===== src/rtl/wave_pkg.sv =====
`timescale 1ns/1ps
package wave_pkg;
  localparam int SAMPLE_W = 8;
  localparam int TABLE_AW = 8;
  localparam int TABLE_DEPTH = 2 ** TABLE_AW;
  localparam int QTR = TABLE_DEPTH / 4;
  localparam int AMP = 2 ** (SAMPLE_W - 1) - 1;
  localparam int FRAC = 28;
  localparam longint ONE_Q = longint'(1) << FRAC;
  localparam longint PI_Q = 64'd843314857;

  typedef struct packed {
    logic clear;
    logic wrap;
  } ctrlStrobe_t;

  // Fixed-point Taylor series on a quarter wave, mirrored by quadrant.
  function automatic logic signed [SAMPLE_W-1:0] sineAt(input int idx);
    int quad;
    int offs;
    int j;
    longint x;
    longint term;
    longint sum;
    longint mag;
    quad = (idx / QTR) % 4;
    offs = idx % QTR;
    j = (quad == 1 || quad == 3) ? (QTR - offs) : offs;
    x = (PI_Q * longint'(j)) / longint'(2 * QTR);
    term = x;
    sum = x;
    for (int k = 1; k <= 7; k++) begin
      term = -(((term * x) / ONE_Q) * x / ONE_Q) / longint'((2 * k) * (2 * k + 1));
      sum = sum + term;
    end
    if (sum < 0) sum = 0;
    mag = (longint'(AMP) * sum + ONE_Q / 2) / ONE_Q;
    if (quad >= 2) mag = -mag;
    return SAMPLE_W'(mag);
  endfunction
endpackage


===== src/rtl/wave_ctrl.sv =====
`timescale 1ns/1ps
module wave_ctrl
  import wave_pkg::*;
#(
  parameter int PERIOD = TABLE_DEPTH,
  parameter int RST_STAGES = 4
) (
  input  logic                clk,
  input  logic                rstN,
  output ctrlStrobe_t         strobe,
  output logic [TABLE_AW-1:0] phase
);
  localparam logic [TABLE_AW-1:0] LAST = TABLE_AW'(PERIOD - 1);

  logic [RST_STAGES-1:0] rstChain;
  logic localRst;
  logic atLast;

  always_ff @(posedge clk or negedge rstN) begin
    if (!rstN) rstChain <= '1;
    else       rstChain <= {1'b0, rstChain[RST_STAGES-1:1]};
  end

  assign localRst = rstChain[0];
  assign atLast = (phase == LAST);

  always_ff @(posedge clk) begin
    if (localRst)    phase <= '0;
    else if (atLast) phase <= '0;
    else             phase <= phase + 1'b1;
  end

  assign strobe.clear = localRst;
  assign strobe.wrap = atLast;

  AST_PHASE_CLEARED: assert property (@(posedge clk) disable iff (!rstN)
    strobe.clear |=> phase == '0);
  AST_PHASE_STEP: assert property (@(posedge clk) disable iff (!rstN)
    (!strobe.clear && !strobe.wrap) |=> phase == $past(phase) + 1'b1);
  AST_PHASE_WRAP: assert property (@(posedge clk) disable iff (!rstN)
    (!strobe.clear && strobe.wrap) |=> phase == '0);
  AST_PHASE_RANGE: assert property (@(posedge clk) disable iff (!rstN)
    !strobe.clear |-> int'(phase) < PERIOD);
endmodule


===== src/rtl/wave_dpath.sv =====
`timescale 1ns/1ps
module wave_dpath
  import wave_pkg::*;
#(
  parameter int THRESH = TABLE_DEPTH / 2,
  parameter int SQ_LOW = -AMP,
  parameter int SQ_HIGH = AMP
) (
  input  logic                       clk,
  input  logic                       rstN,
  input  ctrlStrobe_t                strobe,
  input  logic [TABLE_AW-1:0]        phase,
  input  logic                       waveSel,
  output logic signed [SAMPLE_W-1:0] sampleOut
);
  localparam logic signed [SAMPLE_W-1:0] LOW_CODE = SAMPLE_W'(SQ_LOW);
  localparam logic signed [SAMPLE_W-1:0] HIGH_CODE = SAMPLE_W'(SQ_HIGH);
  localparam logic [TABLE_AW:0] THR = (TABLE_AW + 1)'(THRESH);

  logic signed [SAMPLE_W-1:0] sineRom [TABLE_DEPTH];
  logic signed [SAMPLE_W-1:0] squareVal;
  logic signed [SAMPLE_W-1:0] nextSample;

  for (genvar g = 0; g < TABLE_DEPTH; g++) begin : g_rom
    assign sineRom[g] = sineAt(g);
  end

  assign squareVal = ({1'b0, phase} < THR) ? LOW_CODE : HIGH_CODE;
  assign nextSample = waveSel ? sineRom[phase] : squareVal;

  always_ff @(posedge clk) begin
    if (strobe.clear) sampleOut <= '0;
    else              sampleOut <= nextSample;
  end

  AST_OUT_ZERO_IN_RESET: assert property (@(posedge clk) disable iff (!rstN)
    strobe.clear |=> sampleOut == '0);
  AST_SQUARE_LEVELS: assert property (@(posedge clk) disable iff (!rstN)
    (!strobe.clear && !waveSel) |=> (sampleOut == LOW_CODE || sampleOut == HIGH_CODE));
  AST_SINE_NO_MIN_CODE: assert property (@(posedge clk) disable iff (!rstN)
    (!strobe.clear && waveSel) |=> sampleOut != {1'b1, {(SAMPLE_W-1){1'b0}}});
  AST_WRAP_RESTART: assert property (@(posedge clk) disable iff (!rstN)
    (!strobe.clear && strobe.wrap) |=> phase == '0);
endmodule


===== src/rtl/wave_synth.sv =====
`timescale 1ns/1ps
module wave_synth
  import wave_pkg::*;
#(
  parameter int PERIOD = TABLE_DEPTH,
  parameter int THRESH = PERIOD / 2,
  parameter int SQ_LOW = -AMP,
  parameter int SQ_HIGH = AMP
) (
  input  logic                       clk,
  input  logic                       rstN,
  input  logic                       waveSel,
  output logic signed [SAMPLE_W-1:0] sampleOut
);
  ctrlStrobe_t strobe;
  logic [TABLE_AW-1:0] phase;

  wave_ctrl #(.PERIOD(PERIOD), .RST_STAGES(4)) i_ctrl (
    .clk(clk), .rstN(rstN), .strobe(strobe), .phase(phase)
  );

  wave_dpath #(.THRESH(THRESH), .SQ_LOW(SQ_LOW), .SQ_HIGH(SQ_HIGH)) i_dpath (
    .clk(clk), .rstN(rstN), .strobe(strobe), .phase(phase),
    .waveSel(waveSel), .sampleOut(sampleOut)
  );
endmodule


===== config.mk =====
export PLATFORM = sky130hd
export DESIGN_NAME = wave_synth
export DESIGN_NICKNAME = d
export VERILOG_FILES = /design/src/rtl/wave_pkg.sv /design/src/rtl/wave_ctrl.sv /design/src/rtl/wave_dpath.sv /design/src/rtl/wave_synth.sv
export SDC_FILE = /design/constraint.sdc
export NUM_CORES = 1
export LEC_CHECK = 0
export CAP_MARGIN = 10
export CORE_MARGIN = 3
export CORE_UTILIZATION = 50
export CTS_BUF_LIST = sky130_fd_sc_hd__clkbuf_8
export DETAILED_ROUTE_END_ITERATION = 8
export GPL_TIMING_DRIVEN = 1
export PLACE_DENSITY = 0.66
export SLEW_MARGIN = 10
export SYNTH_ARGS = -nofsm -noshare
export SYNTH_HDL_FRONTEND = slang
export SYNTH_SLANG_ARGS = --single-unit

===== constraint.sdc =====
create_clock -name clk -period 2.22 [get_ports clk]
set_input_delay 0.444 -clock clk [delete_from_list [all_inputs] [get_ports clk]]
set_output_delay 0.444 -clock clk [all_outputs]
set_load 0.05 [all_outputs]

Word-level counts from Yosys, hierarchy flattened
Memories as Yosys holds them, arrays and structs flattened.
Index checks and enable logic that the tools add are counted.
{"block": "op_classes", "n_addsub": 1, "n_lt_le_gt_ge": 2, "n_eq_ne": 1, "mux": 4, "bitwise_logic": 1, "reduce_logical": 1}
{"op": "8-bit two-way mux", "n": 4}
{"op": "9-bit greater-or-equal comparator, second input constant", "n": 1}
{"op": "8-bit NOT with 9-bit output", "n": 1}
{"op": "8-bit by 1-bit adder with 8-bit output, second input constant", "n": 1}
{"op": "8-bit == test, second input constant", "n": 1}
{"op": "8-bit less-than comparator, second input constant", "n": 1}
{"op": "2-bit OR reduction", "n": 1}
{"block": "word_totals", "ff_bits": 20, "mem_bits_ro": 2048, "input_bits": 3, "output_inout_bits": 8, "wordCells": 14, "n_memories": 1}
{"name": "(name not given)", "words": 256, "width": 8, "rd": 1, "rd_clocked_by_memory_dff": 0, "wr": 0, "line_no": "wave_dpath.sv:29", "rtl": "assign nextSample = waveSel ? sineRom[phase] : squareVal;"}

Depth between registers and ports, before layout
Gate-level depths: netlist (run 1).
{"block": "logic_depth", "depth_word": 5, "ltp_mapped": 10, "depth_no_buf": 9}

By module
A second synthesis (run 1) with hierarchy kept.
{"block": "unflattened", "hier_cells": 380, "area_unflattened_um2": 2575.0}
{"mod": "wave_dpath", "n_inst": 1, "cells_each": 334, "area_each_um2": 2107.0, "seq_area_each_um2": 160.2}
{"mod": "wave_ctrl", "n_inst": 1, "cells_each": 46, "area_each_um2": 467.9, "seq_area_each_um2": 265.3}

Least setup slack after synthesis (run 1)
No wires, ideal clock.
{"block": "synth_path", "path_kind": "register to register", "startpoint": "reg i_ctrl.phase[0]", "endpoint": "reg i_dpath.sampleOut[2]", "setup_ns": 0.117, "arrival_time_ns": 2.128, "required_ns": 2.103, "path_slack_ns": -0.025, "path_stages_with_launch": 11, "path_buffers": 2, "period_less_slack_ns": 2.245, "cell_sequence": "dfxtp_1 buf_2 inv_1 ha_1 clkbuf_1 nand2_1 o21ai_0 mux2i_1 a221oi_1 a211o_1 a22o_1"}
{"block": "synth_via", "elab_chain_cells": 5, "elab_cells_between_ends": 7, "classes_between": "1 x order compare; 4 x mux; 1 x bitwise; 1 x memory"}
{"element": "start: declaration", "line_no": "wave_ctrl.sv:11", "rtl": "output logic [TABLE_AW-1:0] phase"}
{"element": "start signal: assignment", "line_no": "wave_ctrl.sv:30", "rtl": "else phase <= phase + 1'b1;"}
{"element": "8-bit NOT with 9-bit output (not written as such)", "line_no": "wave_dpath.sv:29"}
{"element": "memory 256 x 8 bit"}
{"element": "8-bit two-way mux (not written as such) (2 in series)", "line_no": "wave_dpath.sv:29"}
{"element": "8-bit two-way mux *", "line_no": "wave_dpath.sv:29"}
{"element": "end signal: assignment", "line_no": "wave_dpath.sv:33", "rtl": "else sampleOut <= nextSample;"}
{"element": "end: declaration", "line_no": "wave_dpath.sv:14", "rtl": "output logic signed [SAMPLE_W-1:0] sampleOut"}
Every way passes the cells marked *; elsewhere a longest branch is shown, timed or not. The select of a mux whose other input is x is not followed.
A chain may end at the register's enable or synchronous reset.

Worst setup path after layout (run 1)
{"block": "layout_path", "startpoint": "reg i_ctrl.phase[1]", "endpoint": "reg i_dpath.sampleOut[2]"}
The elaborated chain is that of the path after synthesis.

==> results by group, run 1 <==
Synthesis
  – Leading area contributor after synthesis: dfxtp_1
  – Post-synthesis cell type count: 61
  – Post-synth top flop: dfxtp_1
  – Synthesized Nets: 377
  – Ys Warns: 0
  – Async set-reset flop share out of synthesis: 20.00%
  – Post-synthesis cell area: 0.002517 sq mm
  – Syn Inst Count: 360
  – Post-synth EDFFs: 0
  – Share of the synthesized area in the top cell type: 12.72%
  – Most common cell in the netlist: nand2_1
  – Post-synthesis area per instance: 6.993 sq um
  – Sequential share of the synthesized area: 16.90%
  – Largest cells by area after synthesis: dfxtp_1, ha_1, nand2_1
  – Register bit total from synthesis: 20
  – Synth top cells by count: nand2_1, nor2_1, o21ai_0

Setup path
  – Cell repeated most along the worst path: buf_4
  – Critical Path Sink Type: flip-flop
  – Critical path cell sequence: buf_4, ha_1, buf_4, nand2b_1, a311oi_1, o31ai_1, a311o_1, a22o_1
  – Crit path kind: reg2reg
  – Delay of the slowest critical-path stage: 0.36 ns
  – Critical-path top delay cell: dfxtp_1
  – CP Data Required Time: 2.39 ns
  – Crit start category: flip-flop
  – CP max FO: 14
  – Crit path arrival time: 2.33 ns

Timing
  – Fin. Hold Viols: 0
  – Slew Limit Fails: 0
  – Final Cycle Share: 97.04%
  – Final Hold Slack: 0.3549 ns
  – Final Skew: 0.005370 ns
  – Crit path time final: 2.154 ns
  – RSZ-0062 raised after global routing: false
  – Setup-failing EPs final: 0
  – Worst-margin pin slew: 0.6082 ns
  – Relative slew slack: 59.30%
  – Aggregate negative setup slack: 0 ns
  – Max Fclk: 464.2 MHz

Clocking
  – Hold_buf cts: 0
  – CTS tree: yes
  – Root buffer cell: clkbuf_8
  – Clk sinks: 20
  – Clock Path Buffers: 2
  – Clk Latency, worst-skew pair: 0.27 ns
  – H-tree Lvls: 1
  – Clock slew at reported path FFs: 0.09 ns
  – Num CTS Buffers: 3

Die
  – Die W: 76.96 um
  – Die ar.: 0.005922 sq mm
  – Initial cell density of the core: 52.60%
  – IO Pins: 11
  – Core Rows: 25
  – Die height: 76.96 um
  – Core box area: 0.004786 sq mm

Layout
  – Layout Nets: 398
  – Share of cells above drive strength 1: 15.79%
  – Filler instances: 442
  – Post-route cell area: 0.002944 sq mm
  – Core Util, Final: 61.52%
  – # diodes: 0
  – Layout area overhead: 16.95%

Power and ir drop
  – Total power: 1.228 mW
  – Worst VDD drop: 0.0003395 V
  – P per Cell Area: 417.2 mW/mm^2
  – Leak: 1.112 nW

Placement
  – Placer congestion estimate: 1.024
  – DPL Wire Length: 6.487 mm
  – Input/output buffers: 10
  – Placed cell area: 0.002849 sq mm

Drt
  – Drt first pass iters: 6
  – # DRC: 0
  – DR WL/cell: 20.32 um
  – Routed Antenna Nets: 0
  – WL final: 9.082 mm
  – DRT iter0 DRCs: 720
  – Vias per inst: 6.839
  – Via Count: 3,057

GRT
  – First-pass GRT wire length: 14.39 mm
  – Congestion Overflow GR: 0
  – Largest net degree at the start of global routing: 63
  – Antenna violations before repair: 0
  – Tot GR Track Use: 30.40%
  – Vias in the first global route: 2,733

Flow run
  – Max Cap Violations: 0

Worst hold path
  – Hold Crit Class: reg2reg

Status
  – Status: complete, no violations
==> registers in the layout, summed over array words and instances (netlist names) <==
register,count
i_ctrl.phase,8
i_ctrl.rstChain,4
i_dpath.sampleOut,8
==> worst max-delay path, delay by kind of cell (launching register included) <==
kind            cells  cell delay, ns
buf+inv             2            0.39
fa+ha+maj           1            0.20
flops               1            0.36
simple gates        1            0.12
compound gates      4            0.97
==> metal layers <==
metal | GRT usage, % | up-vias | share of wire [%]
li1 | - | 1370 | -
met4 | 11.23 | 0 | 3.5
met1 | 41.91 | 1395 | 41
met3 | 5.047 | 44 | 11
met2 | 47.39 | 248 | 44
met5 | 0 | - | 0
==> through the flow <==
step	worst slack [ns]	std cells
after global placement	0.05992	443
after floorplan	0.02088	360
after global routing	0.004837	447
after CTS	0.05656	447
final	0.06581	447
after detailed placement	-0.01757	443
==> path summary, 6_finish.rpt <==
kind | slack [ns] | endpoint | cells past startpoint | startpoint
hold reg to reg | 0.35 | i_ctrl.rstChain[0]$_DFF_PN1_ | 0 | i_ctrl.rstChain[1]$_DFF_PN1_
setup / recovery | 0.07 | i_dpath.sampleOut[2]$_SDFF_PP0_ | 8 | i_ctrl.phase[1]$_SDFF_PP0_
setup reg to reg | 0.07 | i_dpath.sampleOut[2]$_SDFF_PP0_ | 8 | i_ctrl.phase[1]$_SDFF_PP0_
hold / removal | 0.35 | i_ctrl.rstChain[0]$_DFF_PN1_ | 0 | i_ctrl.rstChain[1]$_DFF_PN1_
min in group asynchronous | 0.57 | i_ctrl.rstChain[0]$_DFF_PN1_ | 1 | rstN
max in group asynchronous | 1.63 | i_ctrl.rstChain[2]$_DFF_PN1_ | 1 | rstN
==> cell type report <==
type	count	area, sq um	area share [%]
multi-input cells	291	1867	63.41
repair buffers	50	437.9	14.87
flip-flops and latches	20	427.9	14.53
well taps	67	83.83	2.847
inverters	15	56.30	1.912
clock buffers	3	41.29	1.402
clock inverters	1	30.03	1.020
==> cells by family after synthesis <==
| logic type | count (synthesis) | share of synthesized area [%] |
|---|---|---|
| DFF | 20 | 16.90 |
| and+or+nand+nor | 132 | 25.15 |
| buffers and inverters | 49 | 9.891 |
| other | 1 | 0.1490 |
| muxes | 6 | 2.932 |
| AOI/OAI and AO/OA | 131 | 35.59 |
| adders and majority gates | 14 | 6.958 |
| xor gates and xnor gates | 7 | 2.435 |
==> repair_timing <==
item | 4_1_cts | 5_1_grt
setup buffers | 0 | 0
hold endpoints to repair | 0 | 0
setup endpoints to repair | 1 | 4
resized for setup | 1 | 4
==> cells in the final DEF (no fill, tap or decap), types with 3 or more instances in the layout <==
master            n
nand3_1          12
xnor2_1           6
o2111ai_1         3
mux2i_1           4
o311ai_0          4
nor2_1           32
a21o_1            3
clkbuf_8          3
a21oi_1          27
inv_1            13
a221oi_1          4
a211oi_1          3
ha_1             12
nor3_1            7
buf_12            3
nand4_1           6
o211ai_1         12
o21ai_0          28
a211o_1           5
clkdlybuf4s50_1  10
and2_1            3
nand2_1          38
o221ai_1          4
o31ai_1           3
nand2b_1         15
a31oi_1          10
buf_4            37
dfxtp_1          14
nor2b_1           9
dfstp_2           4
a22o_1            3
a311oi_1          3
==> report_power, final <==
part	internal, mW	switching [mW]	total [mW]
clock network	0.241	0.145	0.387
registers	0.377	0.0105	0.387
logic	0.183	0.272	0.454
total	0.801	0.427	1.23
Note: power is estimated with default switching activity, not from simulation.
==> run 2, diff against run 1 <==
Settings changed: CORE_MARGIN 3 to 5.
==> run 2 against run 1 <==
Effect of this change:
- power decreased by 3.6%
- sequential power about the same
- global-route usage decreased by 3.0 points
- core utilization decreased by 1.4 points
- die area increased by 11%
- final cell count decreased by 0.89%
- critical path depth unchanged
- non-clock buffer count decreased by 4
- count of clock-buffer cells in the layout unchanged
- setup slack improved by 0.017 ns
- first-iteration DRC count decreased by 38%
- fmax increased by 0.82%
- critical path type unchanged
- highest routed layer unchanged
==> results by group, run 2 (same netlist as run 1, synthesis figures left out) <==
Layout
  – Share of cells above drive strength 1: 14.63% (-1.2 points)
  – Largest registers: i_ctrl.phase x8, i_dpath.sampleOut x8, i_ctrl.rstChain x4
  – Layout Nets: 394 (-1.0%)
  – Filler instances: 480 (+8.6%)
  – Commonest non-fill, non-tap cell in the layout: nand2_1
  – # diodes: 0 (unchanged)
  – Most frequent cells in the layout: nand2_1, nor2_1, buf_4
  – Layout area overhead: 15.06%
  – FF/Latch Area: 429.2 sq um (+0.29%)
  – Area of the multi-input gates: 0.001848 sq mm (-1.0%)
  – Fin cells: 443 (-0.89%)

Die
  – Core Rows: 25 (unchanged)
  – Initial cell density of the core: 52.26% (-0.34 points)
  – IO Pins: 11 (unchanged)
  – Die ar.: 0.006554 sq mm (+11%)
  – Die height: 80.96 um (+5.2%)
  – Core box area: 0.004817 sq mm (+0.65%)
  – Die W: 80.96 um (+5.2%)

GRT
  – Vias in the first global route: 2,610 (-4.5%)
  – Antenna violations before repair: 0 (unchanged)
  – Tot GR Track Use: 27.44% (-3.0 points)
  – First-pass GRT wire length: 13.72 mm (-4.7%)
  – Largest net degree at the start of global routing: 62 (-1.6%)
  – Congestion Overflow GR: 0 (unchanged)

Drt
  – Vias per inst: 6.600 (-3.5%)
  – # DRC: 0 (unchanged)
  – Via Count: 2,924 (-4.4%)
  – DRT iter0 DRCs: 447 (-38%)
  – WL final: 8.797 mm (-3.1%)
  – Routed Antenna Nets: 0 (unchanged)
  – DR WL/cell: 19.86 um (-2.3%)
  – Drt first pass iters: 5 (-1)

Timing
  – Fin. Hold Viols: 0 (unchanged)
  – Crit path time final: 2.137 ns (-0.01743 ns)
  – RSZ-0062 raised after global routing: false
  – Setup-failing EPs final: 0 (unchanged)
  – Final Hold Slack: 0.3598 ns (+0.004940 ns)
  – Slew Limit Fails: 0 (unchanged)
  – Final Skew: 0.003067 ns (-0.002303 ns)
  – Relative slew slack: 57.30% (-2.0 points)
  – Worst-margin pin slew: 0.6382 ns (+0.03000 ns)
  – Aggregate negative setup slack: 0 ns (unchanged)
  – Final Cycle Share: 96.25% (-0.79 points)
  – Max Fclk: 468.0 MHz (+0.82%)

Setup path
  – Worst r2r path cells: 8 (unchanged)
  – CP bufs+invs: 2 (unchanged)
  – Reg-to-reg critical path endpoint: i_dpath.sampleOut[2]$_SDFF_PP0_
  – CP Data Required Time: 2.38 ns (about the same)
  – Top delay family on crit path: compound AO/OA/AOI/OAI gates
  – Delay of the slowest critical-path stage: 0.38 ns (+0.02 ns)
  – Crit path arrival time: 2.30 ns (-0.03 ns)
  – CP max FO: 9 (-5)
  – Crit start category: flip-flop
  – Flop-to-flop setup slack: 0.08 ns (+0.02 ns)
  – Cell repeated most along the worst path: inv_1
  – Crit path kind: reg2reg
  – Critical Path Sink Type: flip-flop
  – Critical path cell sequence: inv_1, ha_2, inv_1, a211oi_1, a31oi_1, o21ai_0, a211o_1, a22o_1
  – Critical-path top delay cell: dfxtp_1
  – FF-to-FF Start: i_ctrl.phase[0]$_SDFF_PP0_

Power and ir drop
  – Leak: 1.092 nW (-1.8%)
  – P per Cell Area: 408.6 mW/mm^2 (-2.0%)
  – Total power: 1.184 mW (-3.6%)
  – Comb pwr share: 35.7% (-1.3 points)
  – Clk pwr share: 31.5% (about the same)
  – Worst VDD drop: 0.0003842 V (+13%)
  – Switch Pwr: 0.4012 mW (-6.1%)
  – Switching part of the total: 33.90% (-0.90 points)
  – Sequential share of power: 32.7% (+1.2 points)
  – Internal Pwr Total: 0.7824 mW (-2.3%)

Worst hold path
  – Hold Startpoint: i_ctrl.rstChain[2]$_DFF_PN1_
  – Hold Path Depth: 0 (unchanged)
  – Hold Crit Class: reg2reg
  – Hold endpoint: i_ctrl.rstChain[1]$_DFF_PN1_

Placement
  – Input/output buffers: 10 (unchanged)
  – Placed Cells incl. Taps: 439 (-0.90%)
  – Placer congestion estimate: 1.049 (+2.5%)
  – DPL Wire Length: 6.456 mm (-0.48%)

Flow run
  – Max Cap Violations: 0 (unchanged)

Clocking
  – Clock Path Buffers: 2 (unchanged)
  – Post-CTS Setup Bufs: 0 (unchanged)
  – CTS tree: yes
  – Clk Latency, worst-skew pair: 0.26 ns (about the same)
  – H-tree Lvls: 1 (unchanged)
  – Num CTS Buffers: 3 (unchanged)
  – Hold_buf cts: 0 (unchanged)
  – Clk sinks: 20 (unchanged)
  – Root buffer cell: clkbuf_8
  – Post-cts sizing count: 0 (-1)
  – Clock slew at reported path FFs: 0.08 ns (about the same)

Status
  – Status: complete, no violations
-- run 2: metrics by stage --
stage	util [%]	area, sq um	setup WS [ns]
finish	60.13	2897	0.08324
global route	60.13	2897	0.007316
CTS	60.00	2890	0.04424
detailed placement	58.52	2819	0.07512
global placement	58.52	2819	0.08214
floorplan	-	2522	0.02088
-- run 2: final cells by class --
| class | count | share of cell area (%) |
|---|---|---|
| Clock inverter | 1 | 1.037 |
| Tap cell | 67 | 2.894 |
| Sequential cell | 20 | 14.82 |
| Inverter | 15 | 1.944 |
| Clock buffer | 3 | 1.425 |
| Multi-Input combinational cell | 291 | 63.80 |
| Timing Repair Buffer | 46 | 14.08 |
-- run 2: worst reg2reg max path, stage by stage (launching register included) --
cell and delay (ns):
dfxtp_1 0.38, inv_1 0.13, ha_2 0.38, inv_1 0.18, a211oi_1 0.11, a31oi_1 0.23, o21ai_0 0.12, a211o_1 0.30
a22o_1 0.22
-- run 2: power groups by stage --
stage / sequential, mW / clock [mW] / combinational [mW]
finish: 0.387 / 0.373 / 0.423
floorplan: 0.413 / 0 / 0.264
CTS: 0.387 / 0.381 / 0.409
detailed placement: 0.395 / 0 / 0.407
global placement: 0.394 / 0 / 0.412
global route: 0.390 / 0.394 / 0.455
-- run 2: routing by layer --
| layer | track usage [%] | routed length [um] | vias up | part of all wire, % |
|---|---|---|---|---|
| met1 | 38.84 | 3750 | 1340 | 43 |
| met4 | 8.953 | 271 | 0 | 3.1 |
| li1 | - | - | 1360 | - |
| met3 | 4.878 | 936 | 26 | 11 |
| met5 | 0 | 0 | - | 0 |
| met2 | 41.95 | 3838 | 198 | 44 |
-- run 2: worst max path at each step --
stage                                    start                         endpoint  slack, ns  depth (start not counted)
floorplan           i_ctrl.phase[0]$_SDFF_PP0_  i_dpath.sampleOut[2]$_SDFF_PP0_       0.02                         10
global placement    i_ctrl.phase[1]$_SDFF_PP0_  i_dpath.sampleOut[2]$_SDFF_PP0_       0.08                          8
detailed placement  i_ctrl.phase[1]$_SDFF_PP0_  i_dpath.sampleOut[2]$_SDFF_PP0_       0.08                          8
CTS                 i_ctrl.phase[0]$_SDFF_PP0_  i_dpath.sampleOut[2]$_SDFF_PP0_       0.04                          8
global route        i_ctrl.phase[0]$_SDFF_PP0_  i_dpath.sampleOut[2]$_SDFF_PP0_      0.007                          8
finish              i_ctrl.phase[0]$_SDFF_PP0_  i_dpath.sampleOut[2]$_SDFF_PP0_       0.08                          8
==> run 3, diff against run 2 <==
Settings changed: CORE_UTILIZATION 50 to 30, PLACE_DENSITY 0.66 to 0.43.
==> run 3 against run 2 <==
Effect of this change:
- routed wire length up 12%
- count of clock-buffer cells in the layout unchanged
- hold slack worse by 0.0023 ns
- largest cell class unchanged
- largest power group unchanged
==> results by group, run 3 (same netlist as run 1, synthesis figures left out) <==
Setup path
  – Critical Path Sink Type: flip-flop
  – Critical path cell sequence: inv_1, ha_1, nand2_1, o21ai_1, a211o_1, a31o_1, a211o_1, a22o_1
  – Crit start category: flip-flop
  – Crit path arrival time: 2.33 ns (+0.03 ns)
  – Worst r2r path cells: 8 (unchanged)
  – Crit path kind: reg2reg
  – Flop-to-flop setup slack: 0.06 ns (-0.02 ns)
  – Reg-to-reg critical path endpoint: i_dpath.sampleOut[2]$_SDFF_PP0_
  – FF-to-FF Start: i_ctrl.phase[0]$_SDFF_PP0_
  – Worst Setup EP: i_dpath.sampleOut[2]$_SDFF_PP0_
  – CP max FO: 5 (-4)
  – Critical-path top delay cell: dfxtp_1
  – Cell repeated most along the worst path: a211o_1
  – CP Data Required Time: 2.39 ns (about the same)
  – CP startpoint: i_ctrl.phase[0]$_SDFF_PP0_
  – Delay of the slowest critical-path stage: 0.38 ns (about the same)

Drt
  – # DRC: 0 (unchanged)
  – DR WL/cell: 20.11 um (+1.3%)
  – DRT iter0 DRCs: 322 (-28%)
  – Drt first pass iters: 5 (unchanged)
  – Vias per inst: 5.980 (-9.4%)
  – WL final: 9.834 mm (+12%)
  – Routed Antenna Nets: 0 (unchanged)
  – Via Count: 2,924 (unchanged)

Layout
  – Largest registers: i_ctrl.phase x8, i_dpath.sampleOut x8, i_ctrl.rstChain x4
  – Layout area overhead: 19.53%
  – Layout Nets: 402 (+2.0%)
  – Post-route cell area: 0.003009 sq mm (+3.9%)
  – # diodes: 0 (unchanged)
  – Commonest non-fill, non-tap cell in the layout: buf_4
  – Core Util, Final: 36.62% (-24 points)
  – Share of cells above drive strength 1: 16.41% (+1.8 points)
  – Most frequent cells in the layout: buf_4, nand2_1, nor2_1

Timing
  – Slew Limit Fails: 0 (unchanged)
  – Fin. Hold Viols: 0 (unchanged)
  – Worst setup margin: 0.05942 ns (-0.02381 ns)
  – Setup-failing EPs final: 0 (unchanged)
  – Max Fclk: 462.8 MHz (-1.1%)
  – Final Hold Slack: 0.3575 ns (-0.002320 ns)
  – Worst-margin pin slew: 0.7855 ns (+0.1473 ns)
  – Final Cycle Share: 97.32% (+1.1 points)
  – Crit path time final: 2.161 ns (+0.02381 ns)
  – Relative slew slack: 47.44% (-9.9 points)
  – Final Skew: 0.009029 ns (+0.005961 ns)
  – RSZ-0062 raised after global routing: true

Die
  – Initial cell density of the core: 30.64% (-22 points)
  – IO Pins: 11 (unchanged)
  – Core box area: 0.008217 sq mm (+71%)
  – Die ar.: 0.01032 sq mm (+58%)
  – Die height: 101.6 um (+26%)
  – Core Rows: 33 (+32%)
  – Die W: 101.6 um (+26%)

Flow run
  – Max Cap Violations: 0 (unchanged)

Power and ir drop
  – Clk pwr share: 31.3% (-0.2 points)
  – Internal Pwr Total: 0.7958 mW (+1.7%)
  – Switching part of the total: 34.72% (+0.82 points)
  – Worst VDD drop: 0.0001666 V (-57%)
  – P per Cell Area: 405.1 mW/mm^2 (-0.86%)
  – Comb pwr share: 37.1% (+1.4 points)
  – Sequential share of power: 31.7% (-1.0 points)
  – Switch Pwr: 0.4232 mW (+5.5%)
  – Leak: 1.135 nW (+3.9%)

Placement
  – Input/output buffers: 10 (unchanged)
  – Placer congestion estimate: 0.9828 (-6.3%)
  – DPL Wire Length: 7.214 mm (+12%)
  – Placed cell area: 0.002927 sq mm (+3.8%)
  – Pre-CTS setup slack: -0.005008 ns (-0.08012 ns)

GRT
  – Largest net degree at the start of global routing: 56 (-9.7%)
  – Vias in the first global route: 2,723 (+4.3%)
  – Tot GR Track Use: 19.14% (-8.3 points)
  – Antenna violations before repair: 0 (unchanged)
  – Congestion Overflow GR: 0 (unchanged)
  – First-pass GRT wire length: 15.26 mm (+11%)

Clocking
  – Num CTS Buffers: 3 (unchanged)
  – Clock slew at reported path FFs: 0.09 ns (about the same)
  – Clock Path Buffers: 2 (unchanged)
  – Clk sinks: 20 (unchanged)
  – Root buffer cell: clkbuf_8
  – CTS tree: yes
  – Clk Latency, worst-skew pair: 0.27 ns (about the same)
  – Post-CTS Setup Bufs: 0 (unchanged)
  – H-tree Lvls: 1 (unchanged)

Worst hold path
  – Hold Startpoint: i_ctrl.rstChain[1]$_DFF_PN1_
  – Hold Crit Class: reg2reg

Status
  – Status: complete, no violations
[run 3: worst min-delay path by stage]
stage,endpoint,cells past startpoint,slack [ns]
floorplan,i_ctrl.rstChain[0]$_DFF_PN1_,0,0.30
global placement,i_ctrl.rstChain[1]$_DFF_PN1_,0,0.35
detailed placement,i_ctrl.rstChain[0]$_DFF_PN1_,0,0.35
CTS,i_ctrl.rstChain[0]$_DFF_PN1_,0,0.36
global route,i_ctrl.rstChain[2]$_DFF_PN1_,0,0.36
finish,i_ctrl.rstChain[0]$_DFF_PN1_,0,0.36
[run 3: what timing repair did]
| action | 4_1_cts | 5_1_grt |
|---|---|---|
| endpoints found under the setup margin | 1 | 4 |
| hold endpoints to repair | 0 | 0 |
| resized for setup | 1 | 3 |
| hold buffers | 0 | 0 |
[run 3: power groups by stage]
| stage | Clock, mW | Sequential, mW | Combinational (mW) |
|---|---|---|---|
| finish | 0.381 | 0.386 | 0.452 |
| floorplan | 0 | 0.413 | 0.264 |
| detailed placement | 0 | 0.394 | 0.435 |
| global route | 0.409 | 0.388 | 0.487 |
| CTS | 0.400 | 0.386 | 0.439 |
| global placement | 0 | 0.394 | 0.442 |
[run 3: worst max-delay path: cells and delay by family (launching register included)]
family	cells	cell delay, ns
adder cells (fa/ha/maj)	1	0.30
buffers and inverters	1	0.12
AO/OA/AOI/OAI	5	1.14
AND/OR/NAND/NOR	1	0.13
flip-flops	1	0.38
[run 3: routing by layer]
metal	up-vias	track usage [%]	wire length [um]
met5	-	0	0
met4	0	6.339	271
met1	1364	26.23	4401
li1	1375	-	-
met3	23	3.375	721
met2	162	30.33	4439
[run 3: stage by stage]
step                      cells  power, mW  setup TNS, ns
final                       489      1.219              0
after global routing        489      1.284        -0.1962
after CTS                   489      1.225              0
after detailed placement    485     0.8291      -0.005008
after global placement      485     0.8359              0
after floorplan             360     0.6772              0
[run 3: layout make-up]
| cell class | count | area, sq um |
|---|---|---|
| clock buffer | 3 | 41.29 |
| clock inverter | 1 | 30.03 |
| fill | 896 | 5207 |
| inverter | 15 | 56.30 |
| multi-input combinational | 291 | 1851 |
| sequential | 20 | 427.9 |
| tap | 105 | 131.4 |
| timing repair buffer | 54 | 471.7 |
